==> config.mk <==
export PLATFORM = sky130hd
export DESIGN_NAME = l1_lat_queue
export DESIGN_NICKNAME = d
export VERILOG_FILES = /design/src/rtl/l1q_pkg.sv /design/src/rtl/l1q_slot_pipe.sv /design/src/rtl/l1q_store_track.sv /design/src/rtl/l1q_pend_track.sv /design/src/rtl/l1_lat_queue.sv
export SDC_FILE = /design/constraint.sdc
export NUM_CORES = 2
export LEC_CHECK = 0
export ABC_CLOCK_PERIOD_IN_PS = 12300
export BUFFER_PORTS_ARGS = -buffer_cell sky130_fd_sc_hd__buf_2
export CELL_PAD_IN_SITES_DETAIL_PLACEMENT = 2
export CELL_PAD_IN_SITES_GLOBAL_PLACEMENT = 2
export CORE_MARGIN = 2
export CORE_UTILIZATION = 35
export DETAILED_ROUTE_END_ITERATION = 8
export PLACE_DENSITY = 0.76
export SYNTH_ARGS = -nofsm -noshare
export SYNTH_HDL_FRONTEND = slang
export SYNTH_SLANG_ARGS = --single-unit
==> constraint.sdc <==
create_clock -name clk -period 12.3 [get_ports clk]
set_clock_uncertainty 0.1 [all_clocks]
set_input_delay 1.23 -clock clk [delete_from_list [all_inputs] [get_ports clk]]
set_output_delay 1.23 -clock clk [all_outputs]
set_load 0.005 [all_outputs]
==> src/rtl/l1q_pkg.sv <==
package l1q_pkg;
  typedef enum logic [1:0] {
    STALL_NONE = 2'd0,
    STALL_BANK = 2'd1,
    STALL_COAL = 2'd2
  } stall_e;
endpackage

==> src/rtl/l1q_slot_pipe.sv <==
module l1q_slot_pipe #(
  parameter int LATENCY = 3,
  parameter int ENT_W   = 16
) (
  input  logic             clk,
  input  logic             rst_n,
  input  logic             in_valid,
  input  logic [ENT_W-1:0] in_data,
  output logic             in_ready,
  output logic             head_valid,
  output logic [ENT_W-1:0] head_data,
  input  logic             head_retire
);
  generate
    if (LATENCY == 0) begin : g_bypass
      assign head_valid = in_valid;
      assign head_data  = in_data;
      assign in_ready   = head_retire;
    end else begin : g_pipe
      logic [LATENCY-1:0] vld_q, vld_n;
      logic [ENT_W-1:0]   dat_q [LATENCY];
      logic [ENT_W-1:0]   dat_n [LATENCY];

      assign in_ready   = !vld_q[LATENCY-1];
      assign head_valid = vld_q[0];
      assign head_data  = dat_q[0];

      always_comb begin
        vld_n = vld_q;
        for (int s = 0; s < LATENCY; s++) dat_n[s] = dat_q[s];
        if (vld_n[0] && head_retire) vld_n[0] = 1'b0;
        for (int s = 0; s < LATENCY - 1; s++) begin
          if (!vld_n[s]) begin
            vld_n[s]   = vld_n[s+1];
            dat_n[s]   = dat_n[s+1];
            vld_n[s+1] = 1'b0;
          end
        end
        if (in_valid && in_ready) begin
          vld_n[LATENCY-1] = 1'b1;
          dat_n[LATENCY-1] = in_data;
        end
      end

      always_ff @(posedge clk) begin
        if (!rst_n) begin
          vld_q <= '0;
          for (int s = 0; s < LATENCY; s++) dat_q[s] <= '0;
        end else begin
          vld_q <= vld_n;
          for (int s = 0; s < LATENCY; s++) dat_q[s] <= dat_n[s];
        end
      end

      // a refused head stays put with unchanged contents
      p_hold_head_r5: assert property (@(posedge clk) disable iff (!rst_n)
        (head_valid && !head_retire) |=> (head_valid && head_data == $past(head_data)));

      // occupancy changes only by one retire and one accept per cycle
      p_count_r6: assert property (@(posedge clk) disable iff (!rst_n)
        rst_n |=> ($countones(vld_q) == $past($countones(vld_q))
                   - $past(int'(head_valid && head_retire))
                   + $past(int'(in_valid && in_ready))));

      if (LATENCY > 1) begin : g_adv
        // an entry behind an empty head moves exactly one slot
        p_advance_r6: assert property (@(posedge clk) disable iff (!rst_n)
          (!vld_q[0] && vld_q[1]) |=> (vld_q[0] && dat_q[0] == $past(dat_q[1])));
      end
    end
  endgenerate
endmodule

==> src/rtl/l1q_store_track.sv <==
module l1q_store_track #(
  parameter int NUM_WARPS = 4,
  parameter int WARP_W    = 2,
  parameter int AMT_W     = 8,
  parameter int CNT_W     = 8
) (
  input  logic                       clk,
  input  logic                       rst_n,
  input  logic                       inc_valid,
  input  logic [WARP_W-1:0]          inc_warp,
  input  logic [AMT_W-1:0]           inc_amt,
  input  logic                       dec_valid,
  input  logic [WARP_W-1:0]          dec_warp,
  input  logic [AMT_W-1:0]           dec_amt,
  output logic [NUM_WARPS*CNT_W-1:0] counts
);
  logic [CNT_W-1:0] cnt_q [NUM_WARPS];

  always_ff @(posedge clk) begin
    if (!rst_n) begin
      for (int w = 0; w < NUM_WARPS; w++) cnt_q[w] <= '0;
    end else begin
      for (int w = 0; w < NUM_WARPS; w++) begin
        cnt_q[w] <= cnt_q[w]
          + ((inc_valid && inc_warp == WARP_W'(w)) ? CNT_W'(inc_amt) : '0)
          - ((dec_valid && dec_warp == WARP_W'(w)) ? CNT_W'(dec_amt) : '0);
      end
    end
  end

  generate
    for (genvar w = 0; w < NUM_WARPS; w++) begin : g_out
      assign counts[w*CNT_W +: CNT_W] = cnt_q[w];
    end
  endgenerate

  // an acknowledgement never exceeds what the warp is owed
  p_ack_bound_r8: assert property (@(posedge clk) disable iff (!rst_n)
    dec_valid |-> (cnt_q[dec_warp] >= CNT_W'(dec_amt)));
endmodule

==> src/rtl/l1q_pend_track.sv <==
module l1q_pend_track #(
  parameter int NUM_WARPS = 4,
  parameter int WARP_W    = 2,
  parameter int NUM_REGS  = 16,
  parameter int REG_W     = 4,
  parameter int NDST      = 4,
  parameter int PEND_W    = 4
) (
  input  logic                  clk,
  input  logic                  rst_n,
  input  logic                  inc_valid,
  input  logic [WARP_W-1:0]     inc_warp,
  input  logic [REG_W-1:0]      inc_reg,
  input  logic                  dec_valid,
  input  logic [WARP_W-1:0]     dec_warp,
  input  logic [NDST*REG_W-1:0] dec_regs,
  output logic [NDST-1:0]       rel_mask
);
  logic [PEND_W-1:0] cnt_q [NUM_WARPS][NUM_REGS];
  logic [PEND_W-1:0] nxt   [NUM_WARPS][NUM_REGS];
  logic [REG_W-1:0]  dst_r [NDST];

  generate
    for (genvar k = 0; k < NDST; k++) begin : g_dst
      assign dst_r[k] = dec_regs[k*REG_W +: REG_W];
      // a register is never released below zero
      p_pend_live_r7: assert property (@(posedge clk) disable iff (!rst_n)
        (dec_valid && dst_r[k] != '0) |-> (cnt_q[dec_warp][dst_r[k]] != '0));
    end
  endgenerate

  always_comb begin
    logic [PEND_W-1:0] dcnt;
    for (int w = 0; w < NUM_WARPS; w++) begin
      for (int r = 0; r < NUM_REGS; r++) begin
        dcnt = '0;
        for (int k = 0; k < NDST; k++) begin
          if (dec_valid && r != 0 && dec_warp == WARP_W'(w) && dst_r[k] == REG_W'(r))
            dcnt = dcnt + PEND_W'(1);
        end
        nxt[w][r] = cnt_q[w][r]
          + PEND_W'(inc_valid && inc_warp == WARP_W'(w) && inc_reg == REG_W'(r))
          - dcnt;
      end
    end
    for (int k = 0; k < NDST; k++)
      rel_mask[k] = dec_valid && dst_r[k] != '0 && nxt[dec_warp][dst_r[k]] == '0;
  end

  always_ff @(posedge clk) begin
    if (!rst_n) begin
      for (int w = 0; w < NUM_WARPS; w++)
        for (int r = 0; r < NUM_REGS; r++) cnt_q[w][r] <= '0;
    end else begin
      for (int w = 0; w < NUM_WARPS; w++)
        for (int r = 0; r < NUM_REGS; r++) cnt_q[w][r] <= nxt[w][r];
    end
  end
endmodule

==> src/rtl/l1_lat_queue.sv <==
module l1_lat_queue #(
  parameter int LATENCY      = 3,
  parameter int NUM_WARPS    = 4,
  parameter int NUM_REGS     = 16,
  parameter int NDST         = 4,
  parameter int BYTE_W       = 8,
  parameter int SECTOR_BYTES = 32,
  parameter bit SECTORED     = 1'b1,
  parameter int CNT_W        = 8,
  parameter int PEND_W       = 4,
  localparam int WARP_W      = (NUM_WARPS > 1) ? $clog2(NUM_WARPS) : 1,
  localparam int REG_W       = (NUM_REGS > 1) ? $clog2(NUM_REGS) : 1
) (
  input  logic                       clk,
  input  logic                       rst_n,
  input  logic                       req_valid,
  output logic                       req_ready,
  input  logic [WARP_W-1:0]          req_warp,
  input  logic                       req_store,
  input  logic [BYTE_W-1:0]          req_bytes,
  input  logic [NDST*REG_W-1:0]      req_dst,
  input  logic                       req_more,
  output logic [1:0]                 req_stall,
  input  logic                       pend_inc_valid,
  input  logic [WARP_W-1:0]          pend_inc_warp,
  input  logic [REG_W-1:0]           pend_inc_reg,
  output logic                       cache_valid,
  output logic [WARP_W-1:0]          cache_warp,
  output logic                       cache_store,
  output logic [BYTE_W-1:0]          cache_bytes,
  output logic [NDST*REG_W-1:0]      cache_dst,
  input  logic                       rsp_hit,
  input  logic                       rsp_miss,
  input  logic                       rsp_hit_rsv,
  input  logic                       rsp_rsv_fail,
  input  logic                       rsp_write_sent,
  input  logic                       rsp_read_sent,
  output logic                       ack_valid,
  output logic [BYTE_W-1:0]          ack_count,
  output logic [NDST-1:0]            rel_mask,
  output logic                       inst_done,
  output logic [NUM_WARPS*CNT_W-1:0] store_outstanding
);
  import l1q_pkg::*;

  localparam int DST_W  = NDST * REG_W;
  localparam int ENT_W  = WARP_W + 1 + BYTE_W + DST_W;
  localparam int SEC_SH = (SECTOR_BYTES > 1) ? $clog2(SECTOR_BYTES) : 0;

  logic [ENT_W-1:0]  in_ent, head_ent;
  logic              head_retire, accept, load_hit;
  logic [BYTE_W-1:0] enq_amt;
  stall_e            stall;

  function automatic logic [BYTE_W-1:0] sectors(input logic [BYTE_W-1:0] nbytes);
    if (SECTORED) return nbytes >> SEC_SH;
    else          return BYTE_W'(1);
  endfunction

  assign in_ent      = {req_warp, req_store, req_bytes, req_dst};
  assign head_retire = rsp_hit || rsp_miss || rsp_hit_rsv;
  assign accept      = req_valid && req_ready;

  l1q_slot_pipe #(.LATENCY(LATENCY), .ENT_W(ENT_W)) u_pipe (
    .clk         (clk),
    .rst_n       (rst_n),
    .in_valid    (req_valid),
    .in_data     (in_ent),
    .in_ready    (req_ready),
    .head_valid  (cache_valid),
    .head_data   (head_ent),
    .head_retire (head_retire)
  );

  assign cache_dst   = head_ent[DST_W-1:0];
  assign cache_bytes = head_ent[DST_W +: BYTE_W];
  assign cache_store = head_ent[DST_W + BYTE_W];
  assign cache_warp  = head_ent[DST_W + BYTE_W + 1 +: WARP_W];

  always_comb begin
    stall = STALL_NONE;
    if (req_valid) begin
      if (!req_ready)    stall = STALL_BANK;
      else if (req_more) stall = STALL_COAL;
    end
  end
  assign req_stall = stall;

  assign enq_amt   = sectors(req_bytes);
  assign ack_valid = cache_valid && rsp_hit && cache_store && !rsp_write_sent;
  assign ack_count = ack_valid ? sectors(cache_bytes) : '0;
  assign load_hit  = cache_valid && rsp_hit && !cache_store;
  assign inst_done = |rel_mask;

  l1q_store_track #(
    .NUM_WARPS(NUM_WARPS), .WARP_W(WARP_W), .AMT_W(BYTE_W), .CNT_W(CNT_W)
  ) u_store (
    .clk       (clk),
    .rst_n     (rst_n),
    .inc_valid (accept && req_store),
    .inc_warp  (req_warp),
    .inc_amt   (enq_amt),
    .dec_valid (ack_valid),
    .dec_warp  (cache_warp),
    .dec_amt   (ack_count),
    .counts    (store_outstanding)
  );

  l1q_pend_track #(
    .NUM_WARPS(NUM_WARPS), .WARP_W(WARP_W), .NUM_REGS(NUM_REGS),
    .REG_W(REG_W), .NDST(NDST), .PEND_W(PEND_W)
  ) u_pend (
    .clk       (clk),
    .rst_n     (rst_n),
    .inc_valid (pend_inc_valid),
    .inc_warp  (pend_inc_warp),
    .inc_reg   (pend_inc_reg),
    .dec_valid (load_hit),
    .dec_warp  (cache_warp),
    .dec_regs  (cache_dst),
    .rel_mask  (rel_mask)
  );

  // the cache answers an offered head with exactly one response
  p_rsp_onehot_r5: assert property (@(posedge clk) disable iff (!rst_n)
    cache_valid |-> ($countones({rsp_hit, rsp_miss, rsp_hit_rsv, rsp_rsv_fail}) == 1));

  // a hit must not claim that a read went downstream
  p_hit_no_read_r5: assert property (@(posedge clk) disable iff (!rst_n)
    (cache_valid && rsp_hit) |-> !rsp_read_sent);

  // a refused access forwards nothing
  p_fail_quiet_r5: assert property (@(posedge clk) disable iff (!rst_n)
    (cache_valid && rsp_rsv_fail) |-> (!rsp_read_sent && !rsp_write_sent));
endmodule

==> After elaboration in Yosys (flattened, before gate mapping) <==
Memory sizes are Yosys's and may differ from the RTL's.
Index checks and enable logic that the tools add are counted.
{ "totals": {"latch_bits": 0, "mem_count": 3, "output_inout_bits": 77, "register_bits": 3, "elab_cells": 1183, "romBits": 0, "ram_bits": 369} }
{ "mem_list": {"columns": ["memory", "depth", "word_bits", "rd", "rd_ports_with_merged_regs", "wr", "line", "rtl"], "rows": [
  ["u_pend.cnt_q", 4, 64, 4, 0, 4, "l1q_pend_track.sv:19", "logic [PEND_W-1:0] cnt_q [NUM_WARPS][NUM_REGS];"],
  ["u_pipe.g_pipe.dat_q", 3, 27, 3, 0, 3, "l1q_slot_pipe.sv:21", "logic [ENT_W-1:0] dat_q [LATENCY];"],
  ["u_store.cnt_q", 4, 8, 4, 0, 4, "l1q_store_track.sv:17", "logic [CNT_W-1:0] cnt_q [NUM_WARPS];"]
]} }
{ "classes": {"shift": 0, "mul": 0, "eq_ne": 85, "n_div": 0, "muxes": 347, "bitwise": 76, "n_lt_le_gt_ge": 5, "n_reduce_logical": 353, "add_sub_neg": 312} }
{ "op_table": {"columns": ["operator", "count"], "rows": [
  ["$mux 4", 252],
  ["$add 4x1->4 const B", 180],
  ["$logic_and 1x1->1", 335],
  ["$add 4x1->4", 64],
  ["$sub 4x4->4", 60],
  ["$mux 27", 6],
  ["$eq 4x4->1 const B", 40],
  ["$bmux 64 s2", 1],
  ["$mux 64", 2],
  ["$eq 4x3->1 const B", 20],
  ["$or 1x1->1", 71],
  ["$bmux 4 s4", 4],
  ["$mux 1", 64],
  ["$eq 4x2->1 const B", 10],
  ["$add 8x8->8", 4],
  ["$mux 8", 4],
  ["$sub 8x8->8", 4],
  ["$mux 3", 9],
  ["$eq 4x1->1 const B", 5],
  ["$ge 5x5->1 const B", 4],
  ["$logic_not 4->1", 5],
  ["$not 4->5", 4],
  ["$reduce_bool 4->1", 4],
  ["$eq 2x2->1 const B", 6],
  ["9 further kinds", 20]
]} }

==> Longest topological paths before layout <==
An unclocked memory read counts as a cell.
{ "depth": {"word_depth": 22, "depth_mapped": 28} }

==> Modules after synthesis <==
From an unflattened synthesis, not the netlist that was laid out.
{ "unflattened": {"hier_cells": 4268, "hier_area_um2": 34833.4} }
{ "by_module_without_submodules": {"columns": ["mod", "area_per_inst_um2", "cells_per_inst", "seq_area_each_um2", "n_inst"], "rows": [
  ["l1q_pend_track", 27993.1, 3451, 5124.9, 1],
  ["l1q_store_track", 3388.2, 406, 640.6, 1],
  ["l1q_slot_pipe", 3342.0, 394, 1681.6, 1],
  ["l1_lat_queue", 110.1, 17, 0.0, 1]
]} }

==> Worst setup path before layout <==
OpenSTA, ideal clock, no wires.
{ "synth_path": {"path_type": "input -> output", "startpoint": "input rsp_hit", "endpoint": "output inst_done", "arrival_ns": 6.475, "t_required_ns": 10.970, "stages": 25, "slack_ns": 4.495, "path_buffers": 3, "path_cell_list": "nand2_1 or2_2 buf_1 nor2_1 clkbuf_1 buf_1 nand2_1 inv_1 ha_1 xor2_1 ha_1 nor2_1 a21oi_1 o22ai_1 ha_1 inv_1 fa_1 nor2b_1 mux4_2 mux4_2 a211oi_2 nor4_1 o311ai_2 a2111oi_2 or4_1"} }
{ "synth_via": {"elab_chain_cells": 21, "elab_cells_between_ends": 754} }
{ "synth_lines": {"columns": ["item", "line", "rtl"], "rows": [
  ["from (decl)", "l1_lat_queue.sv:32", "input logic rsp_hit,"],
  ["$logic_and 1x1->1 * (2 in series)", "l1_lat_queue.sv:92", "assign load_hit = cache_valid && rsp_hit && !cache_store;"],
  ["$logic_and 1x1->1 (2 in series)", "l1q_pend_track.sv:38", "if (dec_valid && r != 0 && dec_warp == WARP_W'(w) && dst_r[k] == REG_W'(r))"],
  ["$mux 1", "l1q_pend_track.sv:38", null],
  ["$add 4x1->4", "l1q_pend_track.sv:39", "dcnt = dcnt + PEND_W'(1);"],
  ["$mux 4", "l1q_pend_track.sv:38", null],
  ["$add 4x1->4", "l1q_pend_track.sv:39", null],
  ["$mux 4", "l1q_pend_track.sv:38", null],
  ["$add 4x1->4", "l1q_pend_track.sv:39", null],
  ["(+2 left out)", null, null],
  ["$bmux 64 s2", "l1q_pend_track.sv:47", "rel_mask[k] = dec_valid && dst_r[k] != '0 && nxt[dec_warp][dst_r[k]] == '0;"],
  ["$mux 64 (not written as such) (2 in series)", "l1q_pend_track.sv:47", null],
  ["$bmux 4 s4", "l1q_pend_track.sv:47", null],
  ["$mux 4 (not written as such) (2 in series)", "l1q_pend_track.sv:47", null],
  ["$logic_not 4->1", "l1q_pend_track.sv:47", null],
  ["$logic_and 1x1->1 *", "l1q_pend_track.sv:47", null],
  ["via rel_mask[3]", "l1_lat_queue.sv:40", "output logic [NDST-1:0] rel_mask,"],
  ["$reduce_or 4->1 *", "l1_lat_queue.sv:93", "assign inst_done = |rel_mask;"],
  ["to (decl)", "l1_lat_queue.sv:41", "output logic inst_done,"]
]} }
Mark *: on every way through the listed nets, which the timed path passes. The rest lies on a longest branch. The select of a mux whose other input is x is not followed.

==> results.ini <==
[final_layout]
syn_to_final_growth_pct = 10.6
final_util_pct = 39.1
nets = 4840
drive_gt1_share_pct = 7.20
fill_cells = 10780

[pwr]
leakage_nw = 16.6
vdd_ir_drop_max_uv = 111
p_per_area_nw_per_um2 = 89.9

[sta]
timing.fmax_mhz = 102
period_share_pct = 80.1
period_minus_slack_ps = 9850
relSlewSlack_pct = 21.7
setup_viol = 0
maxSlewViolCount = 0
finalHoldViolations = 0
tns_ps = 0
rsz0062_at_grt = false
worst_slew_pin_slew_ps = 1160

[cts]
cts.sinks = 372
path_clk_slew_ps = 60
cts_root_buf = clkbuf_16
insertion_delay_ps = 640
postCtsSetupBuffers = 0
ctsHtreeMaxLevel = 2
cts_hold_buffers = 0
cts_made_buffers = 50
clockBufferDepth = 3
tritoncts = yes
cts_resized = 0

[routing]
drt_wl_total_um = 120000
drt_iter0_markers = 1227
drc = 0
via_per_inst = 5.32
wl_per_cell_um = 22.1
drtPass1Iterations = 5
drtAntennaViolNets = 0
num_vias = 28783

[placement]
io_buffers = 113
dp_hpwl_um = 87600
gp_congestion = 0.890

[status]
status = completed

[setup_path]
crit_type = reg2out
r2r_setup_slack_ps = 6710
cp-start-kind = flip-flop
endpoint_kind = primary output
required_ps = 10970
critPathMaxFanout = 24
worstPathArrival_ps = 8520

[job]
maxCapViolCount = 0

[floorplan]
die_area_um2 = 96700
core_um2 = 93300
dieWidth_um = 311
die_y_um = 311
start_util_pct = 35.3
io_pins = 121
placementRows = 112

[global_route]
grt_pass1_vias = 32042
grt_max_degree = 159
grt_pass1_wl_um = 187000
antenna_found_initial = 2
grt_overflow = 0
grt_use_total_pct = 24.7

[synthesis]
async_reset_ff_share_pct = 0
ys_types = 72
synthCells = 4076
netlist_area_um2 = 33000
synth_edf_count = 0
yosysSeqAreaShare_pct = 22.6
syn_avg_cell_area_um2 = 8.09
synth_warnings = 0
yosys_most_used_dff = dfxtp_1
ys_ff_latch = 372

[hold_path]
hp-class = reg2reg

cell usage after synthesis (all sizes together) (65+ instances only):
library cell | number | area [um^2]
nor2 | 449 | 1690
ha | 600 | 7510
inv | 417 | 1570
xor2 | 181 | 1590
xnor2 | 176 | 1540
buf | 71 | 424
nand2 | 498 | 1870
fa | 72 | 1440
and2 | 161 | 1010
nand3 | 120 | 601
o21ai | 69 | 345
dfxtp | 372 | 7450
nor3 | 72 | 360
a21oi | 240 | 1200
mux2i | 65 | 651
clkbuf | 106 | 398
layout by cell type (no fill, tap or decap), types with 14 or more instances in the layout:
cell,count
a211oi_1,25
a21o_1,39
a21oi_1,240
a22oi_1,16
and2_1,161
and3_1,34
and4_1,16
buf_2,112
buf_4,56
clkbuf_16,50
dfxtp_1,370
fa_1,72
ha_1,600
inv_1,414
mux2i_1,65
mux4_2,23
nand2_1,495
nand2b_1,22
nand3_1,120
nor2_1,444
nor2b_1,44
nor3_1,70
nor3b_1,14
nor4_1,14
o21ai_0,69
o221ai_1,15
o22ai_1,34
xnor2_1,176
xor2_1,181
metal layers:
| layer | up-vias | routed length [um] | global-route usage [%] |
|---|---|---|---|
| met4 | 0 | 3630 | 7.69 |
| met1 | 14598 | 51700 | 30.1 |
| met3 | 159 | 4490 | 3.19 |
| li1 | 13547 | - | - |
| met5 | - | 0 | 0 |
| met2 | 479 | 59700 | 44.8 |
metrics by stage:
stage	setup WS, ps	power [mW]	cell area [um^2]	hold WS, ps	std cells
finish	2450	3.28	36500	352	5411
global route	2060	3.43	36500	370	5409
CTS	2380	3.33	36500	355	5409
detailed placement	2940	1.77	34800	345	5326
global placement	3070	1.75	34800	338	5326
floorplan	4500	1.61	33000	332	4080
layout make-up:
cell class                      instances  area (um^2)  share of cell area (%)
Antenna cell                            2         5.00                  0.0137
Clock inverter                         16          284                   0.778
Inverter                              417         1570                    4.31
Clock buffer                           67         1390                    3.80
Multi-Input combinational cell       3114        23200                    63.6
Sequential cell                       372         7450                    20.4
Timing Repair Buffer                  169         1000                    2.74
Tap cell                             1254         1570                    4.30
report_power, final:
part	switching (mW)	total, mW	internal (mW)	leakage (nW)
Clock	0.624	1.54	0.912	0.817
Combinational	0.277	0.461	0.184	12.8
Sequential	0.0320	1.28	1.25	3.01
final timing paths:
path,startpoint,end,cells past startpoint
max,u_pipe.g_pipe.dat_q[0][25],rel_mask[1],22
min,u_pipe.g_pipe.dat_q[0][17],u_pipe.g_pipe.dat_q[0][17],2
max reg2reg,u_pipe.g_pipe.dat_q[0][25],u_pend.cnt_q[3][27],17
min reg2reg,u_pipe.g_pipe.dat_q[0][17],u_pipe.g_pipe.dat_q[0][17],2
critical path, cell delays in order, from the launching register on:
cell and delay, ps:
dfxtp_2 600, buf_4 450, nand2_1 350, buf_4 360, nor2_4 570, buf_4 470
nand2_1 140, inv_1 80, ha_1 250, xor2_1 270, ha_1 280, mux2i_1 200
ha_1 300, ha_1 310, a21o_1 160, a21oi_1 200, xnor2_1 130, o221ai_1 670
mux2i_1 140, and3_1 220, or4_1 470, nor4_1 890, buf_2 340
registers in the layout, summed over array words and instances, names as in the netlist:
| register | cells |
|---|---|
| u_pend.cnt_q | 256 |
| u_pipe.g_pipe.dat_q | 81 |
| u_pipe.g_pipe.vld_q | 3 |
| u_store.cnt_q | 32 |
logic make-up after synthesis:
family	count (synthesis)	share of synthesized area [%]
muxes	96	3.86
and+or+nand+nor	1479	20.5
adders and majority gates	672	27.1
AOI/OAI and AO/OA	505	9.23
xor gates and xnor gates	357	9.48
buffers and inverters	594	7.24
other	1	0.0114
DFF	372	22.6
Power figures use the tool's default switching activity.
